### src/rtl/irq_vec_pkg.sv
package irq_vec_pkg;

  typedef enum logic [2:0] {
    SRC_NONE = 3'd0,
    SRC_TRAP = 3'd1,
    SRC_L75  = 3'd2,
    SRC_L65  = 3'd3,
    SRC_L55  = 3'd4,
    SRC_SW   = 3'd5
  } irq_src_e;

  // Index of each edge-captured source in the latch array
  localparam int EDGE_TRAP = 0;
  localparam int EDGE_L75  = 1;
  localparam int NUM_EDGE  = 2;

endpackage

### src/rtl/irq_edge_latch.sv
module irq_edge_latch (
  input  logic clk,
  input  logic rst_n,
  input  logic din,
  input  logic clr,
  output logic pend
);

  logic din_q;

  always_ff @(posedge clk) begin
    if (!rst_n) begin
      din_q <= 1'b0;
      pend  <= 1'b0;
    end else begin
      din_q <= din;
      // a fresh edge wins over a clear in the same cycle
      if (din && !din_q) pend <= 1'b1;
      else if (clr)      pend <= 1'b0;
    end
  end

endmodule

### src/rtl/irq_enable_ctl.sv
module irq_enable_ctl (
  input  logic clk,
  input  logic rst_n,
  input  logic ei_cmd,
  input  logic di_cmd,
  input  logic instr_done,
  input  logic ack,
  output logic ie
);

  logic armed;

  always_ff @(posedge clk) begin
    if (!rst_n) begin
      ie    <= 1'b0;
      armed <= 1'b0;
    end else if (di_cmd || ack) begin
      ie    <= 1'b0;
      armed <= 1'b0;
    end else if (ei_cmd) begin
      armed <= 1'b1;
    end else if (armed && instr_done) begin
      ie    <= 1'b1;
      armed <= 1'b0;
    end
  end

endmodule

### src/rtl/irq_arbiter.sv
module irq_arbiter
  import irq_vec_pkg::*;
#(
  parameter int VEC_W      = 16,
  parameter int NUM_W      = 3,
  parameter int STEP_SHIFT = 3,
  parameter logic [VEC_W-1:0] TRAP_VEC = 16'h0024,
  parameter logic [VEC_W-1:0] L75_VEC  = 16'h003C,
  parameter logic [VEC_W-1:0] L65_VEC  = 16'h0034,
  parameter logic [VEC_W-1:0] L55_VEC  = 16'h002C
) (
  input  logic             trap_p,
  input  logic             l75_p,
  input  logic             l65,
  input  logic             l55,
  input  logic             sw_req,
  input  logic [NUM_W-1:0] sw_num,
  input  logic             ie,
  output logic             valid,
  output logic [VEC_W-1:0] vector,
  output irq_src_e         src
);

  localparam int PAD_W = VEC_W - NUM_W - STEP_SHIFT;

  logic [VEC_W-1:0] sw_vec;
  assign sw_vec = {{PAD_W{1'b0}}, sw_num, {STEP_SHIFT{1'b0}}};

  always_comb begin
    src    = SRC_NONE;
    vector = '0;
    if (trap_p) begin
      src = SRC_TRAP; vector = TRAP_VEC;
    end else if (ie) begin
      if (l75_p) begin
        src = SRC_L75; vector = L75_VEC;
      end else if (l65) begin
        src = SRC_L65; vector = L65_VEC;
      end else if (l55) begin
        src = SRC_L55; vector = L55_VEC;
      end else if (sw_req) begin
        src = SRC_SW;  vector = sw_vec;
      end
    end
    valid = (src != SRC_NONE);
  end

endmodule

### src/rtl/irq_vector_ctrl.sv
module irq_vector_ctrl
  import irq_vec_pkg::*;
#(
  parameter int VEC_W      = 16,
  parameter int NUM_W      = 3,
  parameter int STEP_SHIFT = 3
) (
  input  logic             clk,
  input  logic             rst_n,
  input  logic             trap_in,
  input  logic             lvl75_in,
  input  logic             lvl65_in,
  input  logic             lvl55_in,
  input  logic             sw_valid,
  input  logic [NUM_W-1:0] sw_num,
  output logic             sw_ready,
  input  logic             ei_cmd,
  input  logic             di_cmd,
  input  logic             instr_done,
  input  logic             halt_cmd,
  output logic             irq_valid,
  output logic [VEC_W-1:0] irq_vector,
  input  logic             irq_ready,
  output logic             int_enabled,
  output logic             halted
);

  logic [NUM_EDGE-1:0] edge_in, edge_clr, edge_pend;
  irq_src_e sel_src;
  logic     ack;

  assign ack = irq_valid && irq_ready;
  assign edge_in[EDGE_TRAP]  = trap_in;
  assign edge_in[EDGE_L75]   = lvl75_in;
  assign edge_clr[EDGE_TRAP] = ack && (sel_src == SRC_TRAP);
  assign edge_clr[EDGE_L75]  = ack && (sel_src == SRC_L75);

  for (genvar gi = 0; gi < NUM_EDGE; gi++) begin : g_edge
    irq_edge_latch u_latch (
      .clk  (clk),
      .rst_n(rst_n),
      .din  (edge_in[gi]),
      .clr  (edge_clr[gi]),
      .pend (edge_pend[gi])
    );
  end

  irq_enable_ctl u_enable (
    .clk       (clk),
    .rst_n     (rst_n),
    .ei_cmd    (ei_cmd),
    .di_cmd    (di_cmd),
    .instr_done(instr_done),
    .ack       (ack),
    .ie        (int_enabled)
  );

  irq_arbiter #(
    .VEC_W     (VEC_W),
    .NUM_W     (NUM_W),
    .STEP_SHIFT(STEP_SHIFT)
  ) u_arb (
    .trap_p(edge_pend[EDGE_TRAP]),
    .l75_p (edge_pend[EDGE_L75]),
    .l65   (lvl65_in),
    .l55   (lvl55_in),
    .sw_req(sw_valid),
    .sw_num(sw_num),
    .ie    (int_enabled),
    .valid (irq_valid),
    .vector(irq_vector),
    .src   (sel_src)
  );

  assign sw_ready = ack && (sel_src == SRC_SW);

  always_ff @(posedge clk) begin
    if (!rst_n)         halted <= 1'b0;
    else if (irq_valid) halted <= 1'b0;
    else if (halt_cmd)  halted <= 1'b1;
  end

endmodule

### config.mk
export PLATFORM = sky130hd
export DESIGN_NAME = irq_vector_ctrl
export DESIGN_NICKNAME = d
export VERILOG_FILES = /design/src/rtl/irq_vec_pkg.sv /design/src/rtl/irq_edge_latch.sv /design/src/rtl/irq_enable_ctl.sv /design/src/rtl/irq_arbiter.sv /design/src/rtl/irq_vector_ctrl.sv
export SDC_FILE = /design/constraint.sdc
export NUM_CORES = 1
export LEC_CHECK = 0
export BUFFER_PORTS_ARGS = -buffer_cell sky130_fd_sc_hd__buf_2
export CAP_MARGIN = 0
export CORE_MARGIN = 3
export CORE_UTILIZATION = 25
export DETAILED_ROUTE_END_ITERATION = 12
export GPL_TIMING_DRIVEN = 0
export SLEW_MARGIN = 20
export SYNTH_ARGS = -nofsm -noshare
export SYNTH_HDL_FRONTEND = slang
export SYNTH_SLANG_ARGS = --single-unit
### constraint.sdc
create_clock -name clk -period 3.9 [get_ports clk]
set_clock_uncertainty 0.05 [all_clocks]
set_input_delay 1.17 -clock clk [delete_from_list [all_inputs] [get_ports clk]]
set_output_delay 1.17 -clock clk [all_outputs]
set_load 0.02 [all_outputs]
* Word level (Yosys, flattened, before mapping)
Index checks and enable logic that the tools add are counted. Widths: inputs -> output; s select.
Cells by class: eq/ne operators 3, mux-type cells 18, bitwise gates (word level) 2, reductions and logical operators 17
Operators by type and width (number):
- $mux 16 | 5
- $mux 3 | 6
- $logic_and 1x1->1 | 7
- $mux 1 | 6
- $mux 6 | 1
- $reduce_bool 2->1 | 3
- $reduce_or 2->1 | 2
- $eq 3x1->1 const B | 1
- $eq 3x2->1 const B | 1
- $eq 3x3->1 const B | 1
- $reduce_bool 3->1 | 1
- $logic_not 1->1 | 2
- $not 1->1 | 2
- $reduce_and 2->1 | 1
- $logic_or 1x1->1 | 1
Storage, ports and cells: bits in registers 7, bits of input ports 15, output and inout port bits 20, word-level logic and storage cells 47

* Depth between registers and ports, before layout
Gate-level depths: netlist (run 1).
depth after elaboration 11, mapped depth 3, mapped depth without buffers 3

* Modules after synthesis
Synthesis (run 1) repeated with hierarchy kept, for this count alone.
Unflattened totals: cells, all modules 61, area total of the unflattened synthesis 515.5 µm²
Modules (own cells, without submodules):
- irq_arbiter | instances 1, cells each 34, area each 209.0 µm²
- irq_edge_latch | instances 2, cells each 6, area each 70.1 µm²
- irq_vector_ctrl | instances 1, cells each 8, area each 87.6 µm²
- irq_enable_ctl | instances 1, cells each 7, area each 78.8 µm²

* Worst setup path after synthesis (run 1)
OpenSTA, ideal clock, no wires.
path type in2out, from input port lvl65_in, to output port sw_ready, arrival time 2.050 ns, required time 2.680 ns, path slack 0.630 ns, cell stages on the path 2, buffers on the path 0, cell sequence or3_4 -> nor3_1
On the way: longest elaborated chain between the ends 7, elaborated cells on any way between the ends 8, those cells by class 1 x eq/ne; 4 x mux; 3 x reduce/logical
RTL lines:
- start: declaration | RTL line irq_vector_ctrl.sv:12 | input logic lvl65_in,
- $mux 3 (*) | RTL line irq_arbiter.sv:37 | end else if (l65) begin
- $mux 3 (*) | RTL line irq_arbiter.sv:35 | if (l75_p) begin
- $mux 3 (*) | RTL line irq_arbiter.sv:34 | end else if (ie) begin
- $mux 3 (*) | RTL line irq_arbiter.sv:32 | if (trap_p) begin
- $reduce_bool 3->1 | RTL line irq_arbiter.sv:45 | valid = (src != SRC_NONE);
- $logic_and 1x1->1 | RTL line irq_vector_ctrl.sv:32 | assign ack = irq_valid && irq_ready;
- $logic_and 1x1->1 (*) | RTL line irq_vector_ctrl.sv:75 | assign sw_ready = ack && (sel_src == SRC_SW);
- end: declaration | RTL line irq_vector_ctrl.sv:16 | output logic sw_ready,
Mark *: on every way between the ends. The rest lies on a longest branch, timed or not.

* Final worst setup path (run 1)
from input port lvl65_in, to output port irq_vector[5]
On the way: longest elaborated chain between the ends 4
RTL lines:
- $mux 16 | RTL line irq_arbiter.sv:37
- $mux 16 | RTL line irq_arbiter.sv:35
- $mux 16 | RTL line irq_arbiter.sv:34
- $mux 16 | RTL line irq_arbiter.sv:32
- end: declaration | RTL line irq_vector_ctrl.sv:22 | output logic [VEC_W-1:0] irq_vector,
Every way passes these cells.

==> metrics, run 1 <==
CTS hold repair buffers=0; Die W=48.6 um; WL final=972 um; sequential area share after synthesis=0.309; Clk pwr share=0.334; Period minus WS final=3370 ps; CTS tree=yes; max_cap viols=0; Post-Synthesis Cells=53; Die ar.=2360 um^2; Worst setup SP type=input port; crit path DAT=2150 ps; share of cells above drive strength 1=0.456; drt drc=0; # setup viols final=0; GPL Wtd Cong=0.735; Pleak=0.386 nW; Mapped Area=454 um^2; Final Hold Violating Endpoints=0; slowest stage delay, CP=390 ps; worst hold path class=flop to flop; # clock sinks=7; Fin Setup TNS=0 ps; top cell type's share of synthesized area=0.309; Worst EP required=2680 ps; vias per cell=3.73; I/O Pins=35; TritonCTS Buffers=3; largest area contributor in the netlist=dfxtp_1; largest net degree at the start of global routing=10; GRT Util Overall=0.0911; number of nets with antenna violations after routing=0; drt wl/cell=8.53 um; ANT cells=0; drt pass-1 iters=2; CORE AREA=1610 um^2; Iter 0 DRT Violations=3; initial antenna violation count=0; Ys Warns=0; P&R area growth vs syn=45.7%; Die Ht=48.6 um; Pwr Total=0.192 mW; P_int=0.137 mW; status=complete, no violations; VDD IR max=0.148 mV; Logic pwr share=0.256; gr ovfl total=0; post-CTS sizing=0; Clock Latency Late Sink=250 ps; unique cell type count in the Yosys netlist=25; clock transition at the registers of the reported paths=50 ps; Tcrit/Tclk final=0.865; CP max stage cell=or3_4; synthesized flop and latch total=7; routed via count=425; Net Sw Frac=0.287; initial core utilization=0.282; CTS root buf=clkbuf_4; CP cell instances=buf_2, or3_4, a21o_1, a21o_1, buf_2; Power Density=290 nW/um^2; switching power=0.0552 mW; IO buf count=22; Fin Hold WS=454 ps; final net count=106; first-pass GRT wire length=1700 um; FMAX=296 MHz; vias in the first global route=408; Setup Fix Bufs, Post-CTS=0; largest cells by area after synthesis=dfxtp_1 31%, buf_4 20%, nand2b_1 4.1%, a21oi_1 3.3%, a21o_1 3.3%; average size of a mapped cell=8.57 um^2; CP endpoint kind=primary output; final slew viol count=0; RSZ-0062 raised after global routing=false; Crit Path Max Fanout=4; # H-tree levels=1; clk buf depth=2; Flop pwr share=0.410; num rows=14; crit path kind=input port to primary output
[layout make-up]
cell class | count | area, um^2
buffer | 12 | 90.1
clock buffer | 4 | 26.3
fill | 184 | 950
inverter | 4 | 15.0
multi-input combinational | 41 | 250
sequential | 7 | 140
tap | 24 | 30.0
timing repair buffer | 22 | 110
[synth_stat cells]
library cell and number:
nor3_1 1, and3_1 1, o21ai_0 1, inv_1 4
a21oi_1 3, buf_4 12, and2_1 2, a21o_2 1
nor2_1 2, a21o_1 2, nand3b_1 1, nand2b_1 3
conb_1 1, a211oi_1 1, o41ai_1 1, or3_4 1
o211a_1 1, and3b_1 1, o211ai_2 1, dfxtp_1 7
nor2b_1 2, nor3b_1 1, a311oi_1 1, a31o_2 1
o21bai_1 1
[layout by cell type (no fill, tap or decap), drive strengths merged, types with 3 or more instances in the layout]
cell / netlist / final
inv: 4 / 4
nand2b: 3 / 3
clkbuf: 0 / 4
buf: 12 / 34
a21oi: 3 / 3
a21o: 3 / 3
conb: 1 / 12
dfxtp: 7 / 7
[critical path: cells and delay by family]
family,cells,cell delay [ps]
AND/OR/NAND/NOR,1,390
AO/OA/AOI/OAI,2,320
buffers and inverters,2,270
[path summary, 6_finish.rpt]
path,depth (start not counted),endpoint,from,slack [ps]
setup reg to reg,3,u_enable.ie$_SDFFE_PP0P_,g_edge[1].u_latch.pend$_SDFFE_PN0P_,2710
hold reg to reg,2,g_edge[0].u_latch.pend$_SDFFE_PN0P_,g_edge[0].u_latch.din_q$_SDFF_PN0_,450
setup / recovery,5,irq_vector[5],lvl65_in,530
hold / removal,2,g_edge[0].u_latch.pend$_SDFFE_PN0P_,g_edge[0].u_latch.din_q$_SDFF_PN0_,450
[sequential cells by signal, summed over array words and instances, names as in the netlist]
name / cells
g_edge.u_latch.pend: 2
halted: 1
u_enable.ie: 1
g_edge.u_latch.din_q: 2
u_enable.armed: 1
[metal layers]
metal  wire, um  share of wire  track usage
met1        430           0.44        0.110
met2        386           0.40        0.124
met3        155           0.16       0.0399
met4          0              0       0.0711
met5          0              0            0
[per-stage QoR]
stage | std cells | utilization | setup WS (ps) | instance area [um^2]
after floorplan | 64 | - | 630 | 495
after global placement | 110 | 0.394 | 529 | 636
after detailed placement | 110 | 0.394 | 526 | 636
after CTS | 114 | 0.411 | 527 | 662
after global routing | 114 | 0.411 | 478 | 662
final | 114 | 0.411 | 526 | 662
[logic make-up (layout without fill, tap and decap cells)]
logic type,after synthesis,in the layout,share of synthesized area
DFF,7,7,0.309
AOI/OAI and AO/OA,14,14,0.237
buffers and inverters,16,42,0.231
other,1,12,0.00826
and+or+nand+nor,15,15,0.215
[power by group through the flow]
stage               combinational, mW  clock [mW]  sequential, mW
global route                   0.0543      0.0735          0.0795
CTS                            0.0490      0.0693          0.0787
global placement               0.0481           0          0.0800
floorplan                      0.0336           0          0.0806
detailed placement             0.0489           0          0.0802
finish                         0.0492      0.0642          0.0788
Power figures use the tool's default switching activity.
==> run 2: changes to the inputs <==
CTS_BUF_LIST = sky130_fd_sc_hd__clkbuf_8   (was unset)
==> metrics, run 2 (synthesis gave the netlist of run 1 again) <==
CP endpoint kind=primary output; GRT Util Overall=0.0911; drt pass-1 iters=3; initial core utilization=0.282; Cells after DPL=110; post-layout util=0.422; CTS tree=yes; Final Hold Violating Endpoints=0; Period minus WS final=3370 ps; Clock Latency Late Sink=220 ps; drt drc=0; final slew viol count=0; # clock sinks=7; routed via count=424; final net count=106; largest registers=g_edge.u_latch.din_q: 2 flops, g_edge.u_latch.pend: 2 flops; I/O Pins=35; Pleak=0.398 nW; Iter 0 DRT Violations=2; # H-tree levels=1; pre-CTS setup slack=526 ps; Buf/Inv on CP=2; crit path kind=input port to primary output; # setup viols final=0; most frequent cells in the layout=22 x buf_2, 12 x buf_4, 12 x conb_1, 7 x dfxtp_1, 5 x inv_1; first-pass GRT wire length=1700 um; share of cells above drive strength 1=0.456; leading cell type in the layout, fill and taps excluded=buf_2; Worst EP required=2680 ps; Final Instance Area=681 um^2; Pwr Total=0.225 mW; post-CTS sizing=0; gr ovfl total=0; WL final=964 um; P&R area growth vs syn=49.9%; VDD IR max=0.192 mV; CP cell instances=buf_2, or3_4, a21o_1, a21o_1, buf_2; footprint of the multi-input gates=250 um^2; CP max stage cell=or3_4; initial antenna violation count=0; Die ar.=2360 um^2; RSZ-0062 raised after global routing=false; largest net degree at the start of global routing=10; CTS root buf=clkbuf_8; Fin Hold WS=438 ps; placed instance area=636 um^2; Power Density=331 nW/um^2; status=complete, no violations; post-route non-filler standard cell count=114; number of nets with antenna violations after routing=0; ANT cells=0; vias in the first global route=404; hold path cells=2; slowest stage delay, CP=390 ps; FF+latch area=140 um^2; Die W=48.6 um; FMAX=297 MHz; Die Ht=48.6 um; Crit Path Max Fanout=4; Worst setup SP type=input port; worst hold path class=flop to flop; num rows=14; fillers=181; vias per cell=3.72; Setup Fix Bufs, Post-CTS=0; cells on worst reg2reg path=3; GPL Wtd Cong=0.735; Tcrit/Tclk final=0.864; clock transition at the registers of the reported paths=40 ps; WP depth=5; critical path's top delay family=simple AND/OR/NAND/NOR gates; TritonCTS Buffers=3; crit path DAT=2150 ps; drt wl/cell=8.46 um; max_cap viols=0; CTS hold repair buffers=0; Final WS setup=530 ps; CORE AREA=1610 um^2; Fin Setup TNS=0 ps; IO buf count=22; clk buf depth=2
==> run 2: cell types whose count changed in the layout (fill, tap and decap cells not counted), sizes merged <==
cell | previous run | this run
inv | 4 | 5
clkbuf | 4 | 3
==> run 2: report_power, final <==
part / switching, mW / leakage [nW] / internal [mW]
registers: 0.00304 / 0.0579 / 0.0760
logic: 0.0267 / 0.313 / 0.0224
clock network: 0.0293 / 0.0269 / 0.0678
total: 0.0591 / 0.398 / 0.166
==> run 2: cell type report <==
class / count / share of cell area
repair buffers: 22 / 0.162
multi-input cells: 41 / 0.368
clock buffers: 3 / 0.0607
plain buffers: 12 / 0.132
well taps: 24 / 0.0441
inverters: 4 / 0.0221
flip-flops and latches: 7 / 0.206
clock inverters: 1 / 0.00551
==> run 2: metal layers <==
metal | GRT usage | vias to the layer above | wire length (um)
met3 | 0.0399 | 2 | 152
met2 | 0.124 | 27 | 378
met5 | 0 | - | 0
li1 | - | 232 | -
met4 | 0.0711 | 0 | 6
met1 | 0.110 | 163 | 426
==> run 2: path summary, 6_finish.rpt <==
check / startpoint / to / slack [ps]
max: lvl65_in / irq_vector[5] / 530
min: g_edge[0].u_latch.din_q$_SDFF_PN0_ / g_edge[0].u_latch.pend$_SDFFE_PN0P_ / 440
min reg2reg: g_edge[0].u_latch.din_q$_SDFF_PN0_ / g_edge[0].u_latch.pend$_SDFFE_PN0P_ / 440
max reg2reg: g_edge[1].u_latch.pend$_SDFFE_PN0P_ / u_enable.ie$_SDFFE_PP0P_ / 2720
==> run 2: worst register-to-register path, stage by stage, from the launching register on <==
cell      delay [ps]
dfxtp_1          330
or3_4            420
o211ai_2         160
and3_1           170
